==> src/rtl/uart_tx_pkg.sv <==
package uart_tx_pkg;
    typedef enum logic [2:0] {
        S_IDLE  = 3'd0,
        S_PRE   = 3'd1,
        S_FRAME = 3'd2,
        S_BRK   = 3'd3,
        S_MARK  = 3'd4
    } tx_state_t;
endpackage

==> src/rtl/uart_tx_hold.sv <==
module uart_tx_hold #(
    parameter int DW = 8
) (
    input  logic          clk,
    input  logic          rst_n,
    input  logic          wr_en,
    input  logic [DW:0]   wr_data,
    input  logic          take,
    output logic          full,
    output logic [DW:0]   data
);
    always_ff @(posedge clk or negedge rst_n) begin
        if (!rst_n) begin
            full <= 1'b0;
            data <= '0;
        end else begin
            if (wr_en) begin
                full <= 1'b1;
                data <= wr_data;
            end else if (take) begin
                full <= 1'b0;
            end
        end
    end

    // a write always leaves the register full
    a_r4_write_fills: assert property (@(posedge clk) disable iff (!rst_n)
        wr_en |=> full);
    // a transfer without a concurrent write empties it
    a_r3_take_empties: assert property (@(posedge clk) disable iff (!rst_n)
        (take && !wr_en) |=> !full);
endmodule

==> src/rtl/uart_tx_preq.sv <==
module uart_tx_preq (
    input  logic clk,
    input  logic rst_n,
    input  logic enable,
    input  logic taken,
    output logic pending
);
    logic en_q;

    always_ff @(posedge clk or negedge rst_n) begin
        if (!rst_n) begin
            en_q    <= 1'b0;
            pending <= 1'b0;
        end else begin
            en_q <= enable;
            if (enable && !en_q)
                pending <= 1'b1;
            else if (taken)
                pending <= 1'b0;
        end
    end

    // a rising enable always leaves a preamble queued
    a_r8_rise_queues: assert property (@(posedge clk) disable iff (!rst_n)
        $rose(enable) |=> pending);
endmodule

==> src/rtl/uart_tx_fsm.sv <==
module uart_tx_fsm
    import uart_tx_pkg::*;
#(
    parameter int DW = 8
) (
    input  logic        clk,
    input  logic        rst_n,
    input  logic        tick,
    input  logic        enable,
    input  logic        brk,
    input  logic        frame_long,
    input  logic        hold_full,
    input  logic [DW:0] hold_data,
    input  logic        pre_pend,
    output logic        take_data,
    output logic        take_pre,
    output logic        busy,
    output logic        tx_out
);
    localparam int LEN_S = DW + 2;
    localparam int LEN_L = DW + 3;
    localparam int SW    = DW + 2;
    localparam int CW    = $clog2(LEN_L);

    tx_state_t       state, nstate;
    logic [CW-1:0]   cnt, ncnt;
    logic [SW-1:0]   shreg, nsh;
    logic            tx_q, ntx;
    logic [CW-1:0]   last_cnt;
    logic [SW-1:0]   load_word;

    assign last_cnt  = frame_long ? CW'(LEN_L - 1) : CW'(LEN_S - 1);
    assign load_word = frame_long ? {1'b1, hold_data}
                                  : {2'b11, hold_data[DW-1:0]};

    always_comb begin
        nstate    = state;
        ncnt      = cnt;
        nsh       = shreg;
        ntx       = tx_q;
        take_data = 1'b0;
        take_pre  = 1'b0;
        if (tick) begin
            if (state != S_IDLE && cnt != '0) begin
                ntx  = shreg[0];
                nsh  = {1'b1, shreg[SW-1:1]};
                ncnt = cnt - 1'b1;
            end else begin
                ntx    = 1'b1;
                ncnt   = '0;
                nstate = S_IDLE;
                if (!enable) begin
                    nstate = S_IDLE;
                end else if (brk) begin
                    nstate = S_BRK;
                    ntx    = 1'b0;
                    nsh    = '0;
                    ncnt   = last_cnt;
                end else if (state == S_BRK) begin
                    nstate = S_MARK;
                end else if (pre_pend) begin
                    nstate   = S_PRE;
                    take_pre = 1'b1;
                    nsh      = '1;
                    ncnt     = last_cnt;
                end else if (hold_full) begin
                    nstate    = S_FRAME;
                    take_data = 1'b1;
                    ntx       = 1'b0;
                    nsh       = load_word;
                    ncnt      = last_cnt;
                end
            end
        end
    end

    always_ff @(posedge clk or negedge rst_n) begin
        if (!rst_n) begin
            state <= S_IDLE;
            cnt   <= '0;
            shreg <= '1;
            tx_q  <= 1'b1;
        end else begin
            state <= nstate;
            cnt   <= ncnt;
            shreg <= nsh;
            tx_q  <= ntx;
        end
    end

    always_comb begin
        unique case (state)
            S_IDLE:  busy = 1'b0;
            S_PRE, S_FRAME, S_BRK, S_MARK: busy = 1'b1;
            default: busy = 1'b1;
        endcase
    end

    assign tx_out = tx_q;

    // the line marks whenever the sequencer is idle
    a_r1_idle_marks: assert property (@(posedge clk) disable iff (!rst_n)
        (state == S_IDLE) |-> tx_q);
    // no bit changes between ticks
    a_r2_bit_held: assert property (@(posedge clk) disable iff (!rst_n)
        !tick |=> $stable(tx_q));
    // a unit with bits left is never abandoned, whatever the enable does
    a_r6_no_cut: assert property (@(posedge clk) disable iff (!rst_n)
        (state != S_IDLE && cnt != '0 && tick) |=> (state == $past(state)));
    // a break drives only zeros
    a_r9_break_low: assert property (@(posedge clk) disable iff (!rst_n)
        (state == S_BRK) |-> !tx_q);
    // leaving a break always drives a one
    a_r10_mark_after: assert property (@(posedge clk) disable iff (!rst_n)
        ($past(state) == S_BRK && state != S_BRK) |-> tx_q);
endmodule

==> src/rtl/uart_tx_brk.sv <==
module uart_tx_brk #(
    parameter int DW = 8
) (
    input  logic        clk,
    input  logic        rst_n,
    input  logic        bit_tick,
    input  logic        wr_en,
    input  logic [DW:0] wr_data,
    input  logic        tx_enable,
    input  logic        send_break,
    input  logic        frame_long,
    output logic        hold_empty,
    output logic        tx_done,
    output logic        tx_out,
    output logic        tx_oe
);
    logic        full;
    logic [DW:0] hdata;
    logic        pre_pend;
    logic        take_data;
    logic        take_pre;
    logic        busy;

    uart_tx_hold #(.DW(DW)) u_hold (
        .clk     (clk),
        .rst_n   (rst_n),
        .wr_en   (wr_en),
        .wr_data (wr_data),
        .take    (take_data),
        .full    (full),
        .data    (hdata)
    );

    uart_tx_preq u_preq (
        .clk     (clk),
        .rst_n   (rst_n),
        .enable  (tx_enable),
        .taken   (take_pre),
        .pending (pre_pend)
    );

    uart_tx_fsm #(.DW(DW)) u_fsm (
        .clk        (clk),
        .rst_n      (rst_n),
        .tick       (bit_tick),
        .enable     (tx_enable),
        .brk        (send_break),
        .frame_long (frame_long),
        .hold_full  (full),
        .hold_data  (hdata),
        .pre_pend   (pre_pend),
        .take_data  (take_data),
        .take_pre   (take_pre),
        .busy       (busy),
        .tx_out     (tx_out)
    );

    assign hold_empty = !full;
    assign tx_done    = !busy && !full && !pre_pend && !(send_break && tx_enable);
    assign tx_oe      = tx_enable || busy;

    // with the pin released, a held byte stays held
    a_r7_held_kept: assert property (@(posedge clk) disable iff (!rst_n)
        (!tx_oe && full) |=> full);
endmodule

==> config.mk <==
export PLATFORM = sky130hd
export DESIGN_NAME = uart_tx_brk
export DESIGN_NICKNAME = d
export VERILOG_FILES = /design/src/rtl/uart_tx_pkg.sv /design/src/rtl/uart_tx_hold.sv /design/src/rtl/uart_tx_preq.sv /design/src/rtl/uart_tx_fsm.sv /design/src/rtl/uart_tx_brk.sv
export SDC_FILE = /design/constraint.sdc
export NUM_CORES = 1
export LEC_CHECK = 0
export BUFFER_PORTS_ARGS = -buffer_cell sky130_fd_sc_hd__buf_4
export CORE_MARGIN = 4
export CORE_UTILIZATION = 45
export DETAILED_ROUTE_END_ITERATION = 10
export GPL_TIMING_DRIVEN = 0
export PLACE_DENSITY = 0.67
export SETUP_SLACK_MARGIN = 0.02
export SYNTH_ARGS = -nofsm -noshare
export SYNTH_HDL_FRONTEND = slang
export SYNTH_SLANG_ARGS = --single-unit
==> constraint.sdc <==
create_clock -name clk -period 1.8 [get_ports clk]
set_clock_uncertainty 0.15 [all_clocks]
set_input_delay 0.36 -clock clk [delete_from_list [all_inputs] [get_ports clk]]
set_output_delay 0.36 -clock clk [all_outputs]
set_load 0.005 [all_outputs]
* Yosys cells after proc, flatten, opt, wreduce, memory -nomap -nowiden *
Cells that the tools add are included.

cells by class
  add/sub/neg operators = 1
  eq/ne operators = 2
  muxes and demuxes = 43
  bitwise gates (word level) = 1
  reduce and logical (&&, ||, !) cells = 20

operator list
  kind                                                    number
  two-way mux 10 bit                                      6
  two-way mux 1 bit                                       24
  two-way mux 4 bit                                       6
  two-way mux 3 bit                                       4
  two-way mux 9 bit                                       1
  nonzero test 4 bit                                      2
  logical AND 1 bit                                       6
  nonzero test 2 bit                                      3
  zero test 1 bit                                         4
  two-way mux 2 bit                                       2
  AND reduction 4 bit                                     1
  subtractor 4 x 1 -> 4 bit (second input constant)       1
  == test 3 x 2 -> 1 bit (second input constant)          1
  zero test 3 bit                                         1
  inequality test 3 x 2 -> 1 bit (second input constant)  1
  nonzero test 3 bit                                      1
  AND reduction 2 bit                                     1
  logical OR 1 bit                                        1
  NOT 1 bit                                               1

word-level totals
  register bits after elaboration = 30
  input port bits = 16
  word-level logic and storage cells = 75

* Longest topological paths before layout *
  depth in word-level cells = 9
  gate-level depth with buffers = 8
  mapped depth without buffers = 6

* Cells and area by module *
From an unflattened synthesis, not the netlist that was laid out.

second synthesis, totals
  cell total of the unflattened synthesis = 135
  area total of the unflattened synthesis = 1584.0 um^2

by module, submodules not included
  module        times used  cells each  area an instance (um^2)  seq. area each (um^2)
  uart_tx_fsm   1           105         1079.8                   464.2
  uart_tx_hold  1           22          409.1                    250.2
  uart_tx_preq  1           5           70.1                     50.0
  uart_tx_brk   1           3           25.0                     0.0

* Worst setup path before layout *
Ideal clock, no wire load.

  kind = reg2reg
  from = reg u_fsm.cnt[0]
  to = reg u_fsm.shreg[0]
  arrival time = 1815 ps
  required time = 1568 ps
  slack = -248 ps
  stages on the path, launching flop included = 9
  clock period less this slack = 2048 ps
  cell sequence = dfrtp_1 inv_1 ha_1 nor3b_1 or2_0 buf_2 buf_6 mux2_4 mux2_2

between the ends
  cells in the longest elaborated chain, start to end = 4
  elaborated cells between the ends (all ways) = 7

RTL lines
  what                                                              line               RTL
  start: declaration                                                uart_tx_fsm.sv:26  logic [CW-1:0] cnt, ncnt;
  start signal: assignment                                          uart_tx_fsm.sv:85  cnt <= ncnt;
  nonzero test 4 bit (*)                                            uart_tx_fsm.sv:44  if (state != S_IDLE && cnt != '0) begin
  logical AND 1 bit (*)                                             uart_tx_fsm.sv:44
  inequality test 3 x 2 -> 1 bit (no line) (tied with other cells)  n/a
  AND reduction 4 bit (no line)                                     n/a
  end signal: assignment                                            uart_tx_fsm.sv:86  shreg <= nsh;
  end: declaration                                                  uart_tx_fsm.sv:27  logic [SW-1:0] shreg, nsh;

Every way passes the cells marked *; elsewhere a longest branch is shown, timed or not.
A chain may end at the register's enable or synchronous reset.

* Worst setup path in the final report *
  from = reg u_fsm.cnt[0]
  to = reg u_fsm.shreg[6]

The elaborated chain is that of the path after synthesis.

==> qor.yml <==
setup_path:
  crit_type: "flip-flop to flip-flop"
  worst-path-max-fanout: 5
  endpoint_kind: "flip-flop"
  critPathRequiredTime_ns: 1.93
  arrival_ns: 2.15
  startpoint: "u_fsm.cnt[0]$_DFFE_PN0P_"
  ff2ff_setup_slack_ns: -0.22
  reg2reg_from: "u_fsm.cnt[0]$_DFFE_PN0P_"
  startpoint_type: "flip-flop"
timing:
  fin_crit_ns: 2.02
  setup_viol: 14
  setup_tns_ns: -2.02
  relSlewSlack: 0.677
  fin_crit_sh: 1.12
  slew_viol_final: 0
  fin_ws_ns: -0.217
  worst_slew_pin_slew_ns: 0.485
  holdWs_ns: 0.0915
  rsz0062_at_grt: "true"
  max_freq_mhz: 496
  final_hold_viol_count: 0
routing:
  vias: 1156
  totalWireLength_mm: 3.30
  via_per_inst: 5.25
  routedWlPerCell_um: 15.0
  final_antenna_net_count: 0
  drt_iter0_drc: 67
  drt_pass1_iterations: 4
  drc: 0
synthesis:
  ys_ff_latch: 30
  synthSimpleGateAreaFrac: 0.138
  syn_avg_cell_area_sq_um: 11.4
  synth_compound_gate_area_share: 0.0930
  yosys.area_share.xor_xnor: 0
  ys_types: 37
  synth_fp_nets: 153
  yosys_warnings: 0
  syn_area_sq_um: 1530
  synth_top_family_by_area: "multiplexers"
  yosys.area_share.adder: 0.0163
  syn-instance-count: 135
  synthMuxAreaShare: 0.219
  ys_seq_area_frac: 0.498
floorplan:
  fp.dieW_um: 66.4
  dieArea_sq_um: 4410
  start_util: 0.487
  core.rowCount: 20
  ios: 20
  core_area_sq_um: 3150
  fp.dieH_um: 66.4
power_and_ir_drop:
  pwr_density_cell_nw_per_um2: 1660
  netSwitchingFraction: 0.327
  power_switching_mw: 1.09
  pwr-share-comb: 0.527
  power.internal_mw: 2.25
  vdd.ir_drop.worst_uv: 906
  clkPwrFrac: 0.130
  seq_power_share: 0.343
  p_leak_nw: 0.908
status:
  violations: "negative setup slack"
  outcome: "complete, but fails checks"
finish:
  fillers: 273
  final_cell_count_no_fill: 220
  drive_above_1_share: 0.540
  utilization: 0.639
  final_cell_mix: "buf_4 (29), nor2_1 (22), mux2_2 (18), dfrtp_1 (18), dfstp_2 (11)"
  diodes: 0
  final_common_cell: "buf_4"
  area_delta_synth_final_pct: 31.4
  final_nets: 193
global_route:
  first_global_vias: 1228
  gr-total-overflow: 0
  antenna_found_initial: 0
  grt_use_total: 0.173
  grt_pass1_wl_mm: 5.58
  grt_start_max_net_pins: 31
clock_network:
  cts_max_level: 2
  numCtsBuffers: 5
  clockRootBuffer: "clkbuf_4"
  clk_latency_ns: 0.35
  cts_tree: "done"
  cts.sinks: 30
  clockBufferDepth: 2
  clkTransAtPathRegs_ns: 0.10
worst_hold_path:
  hold_class: "input port to flip-flop"
  holdCritStartpoint: "wr_data[8]"
job:
  max_cap_violations: 0
placement:
  placed_cells: 197
  place.gp.congestion: 0.782
  dpl_worst_slack_ns: -0.292
  io_buffers: 18
  dpl.hpwl_mm: 2.15
-- registers in the layout, summed over array words and instances, names as in the netlist --
name and count:
u_fsm.cnt 4, u_fsm.shreg 10, u_fsm.state 3, u_fsm.tx_out 1, u_hold.data 9, u_hold.full 1
u_preq.en_q 1, u_preq.pending 1
-- cell usage after synthesis --
master | n | area [sq um]
a211o_1 | 1 | 8.76
a21oi_1 | 4 | 20.0
a31oi_1 | 1 | 6.26
a32o_1 | 1 | 10.0
and3_2 | 1 | 7.51
and3b_2 | 1 | 10.0
and4b_1 | 1 | 10.0
buf_2 | 1 | 5.00
buf_6 | 1 | 11.3
clkbuf_1 | 5 | 18.8
dfrtp_1 | 19 | 475
dfstp_2 | 11 | 289
ha_1 | 2 | 25.0
inv_1 | 5 | 18.8
mux2_2 | 21 | 236
mux2_4 | 6 | 90.1
mux2i_1 | 1 | 10.0
nand2_1 | 6 | 22.5
nand2b_1 | 1 | 6.26
nand3_1 | 2 | 10.0
nand3b_1 | 1 | 7.51
nor2_1 | 22 | 82.6
nor2b_1 | 2 | 12.5
nor3_1 | 1 | 5.00
nor3_2 | 1 | 10.0
nor3b_1 | 1 | 7.51
nor4_1 | 1 | 6.26
o21ai_0 | 5 | 25.0
o21ai_2 | 1 | 8.76
o21bai_1 | 1 | 7.51
o221ai_1 | 1 | 8.76
o31ai_1 | 2 | 15.0
o31ai_2 | 1 | 12.5
o41a_1 | 1 | 11.3
o41ai_1 | 1 | 8.76
or2_0 | 1 | 6.26
or3_2 | 1 | 7.51
-- cells by family after synthesis --
logic type,Yosys count
buffers and inverters,12
AND/OR/NAND/NOR,43
flip-flops,30
adder cells (fa/ha/maj),2
multiplexers,28
AO/OA/AOI/OAI,20
-- cell type report --
class                   instances  area [sq um]  share of cell area
plain buffers                   7          48.8              0.0242
flip-flops and latches         30           766               0.380
multi-input cells              93           790               0.392
repair buffers                 33           278               0.138
well taps                      44          55.1              0.0273
clock buffers                   7          55.1              0.0273
inverters                       5          18.8             0.00931
clock inverters                 1          5.00             0.00248
-- timing repair --
| action | CTS | global route |
|---|---|---|
| endpoints found under the hold margin | 20 | 0 |
| buffers inserted | 10 | 2 |
| cloned | 0 | 1 |
| hold buffers | 2 | 0 |
| setup endpoints to repair | 22 | 19 |
| pin swaps | 3 | 7 |
| gates resized for setup | 8 | 18 |
-- through the flow --
step                      power (mW)  cell area, sq um
after floorplan                 2.07              1550
after global routing            3.58              2020
final                           3.35              2020
after global placement          2.30              1740
after CTS                       3.07              1920
after detailed placement        2.35              1740
-- worst max-delay path: stages (launching register included) --
cell       delay [ns]
dfrtp_1          0.37
inv_2            0.06
ha_4             0.15
nor3b_4          0.15
or2_1            0.24
buf_6            0.14
clkbuf_16        0.15
mux2_4           0.29
mux2_2           0.25
-- worst paths after layout --
path	to	cells past startpoint
max	u_fsm.shreg[6]$_DFFE_PN1P_	8
min	u_hold.data[8]$_DFFE_PN0P_	2
max reg2reg	u_fsm.shreg[6]$_DFFE_PN1P_	8
min reg2reg	u_preq.pending$_DFFE_PN0P_	1
max in group asynchronous	u_fsm.shreg[5]$_DFFE_PN1P_	2
min in group asynchronous	u_preq.pending$_DFFE_PN0P_	2
-- routing by layer --
| metal | GRT usage | routed length, um |
|---|---|---|
| met5 | 0 | 0 |
| met4 | 0.0609 | 49 |
| met1 | 0.192 | 1380 |
| met3 | 0.0697 | 132 |
| met2 | 0.297 | 1740 |
-- power groups by stage --
stage                     Clock, mW  Combinational (mW)  Sequential (mW)
after floorplan                   0               0.966             1.11
after global placement            0                1.17             1.14
after detailed placement          0                1.20             1.15
after CTS                     0.446                1.48             1.15
after global routing          0.483                1.91             1.19
final                         0.436                1.76             1.15
(Power assumes the default switching activity.)
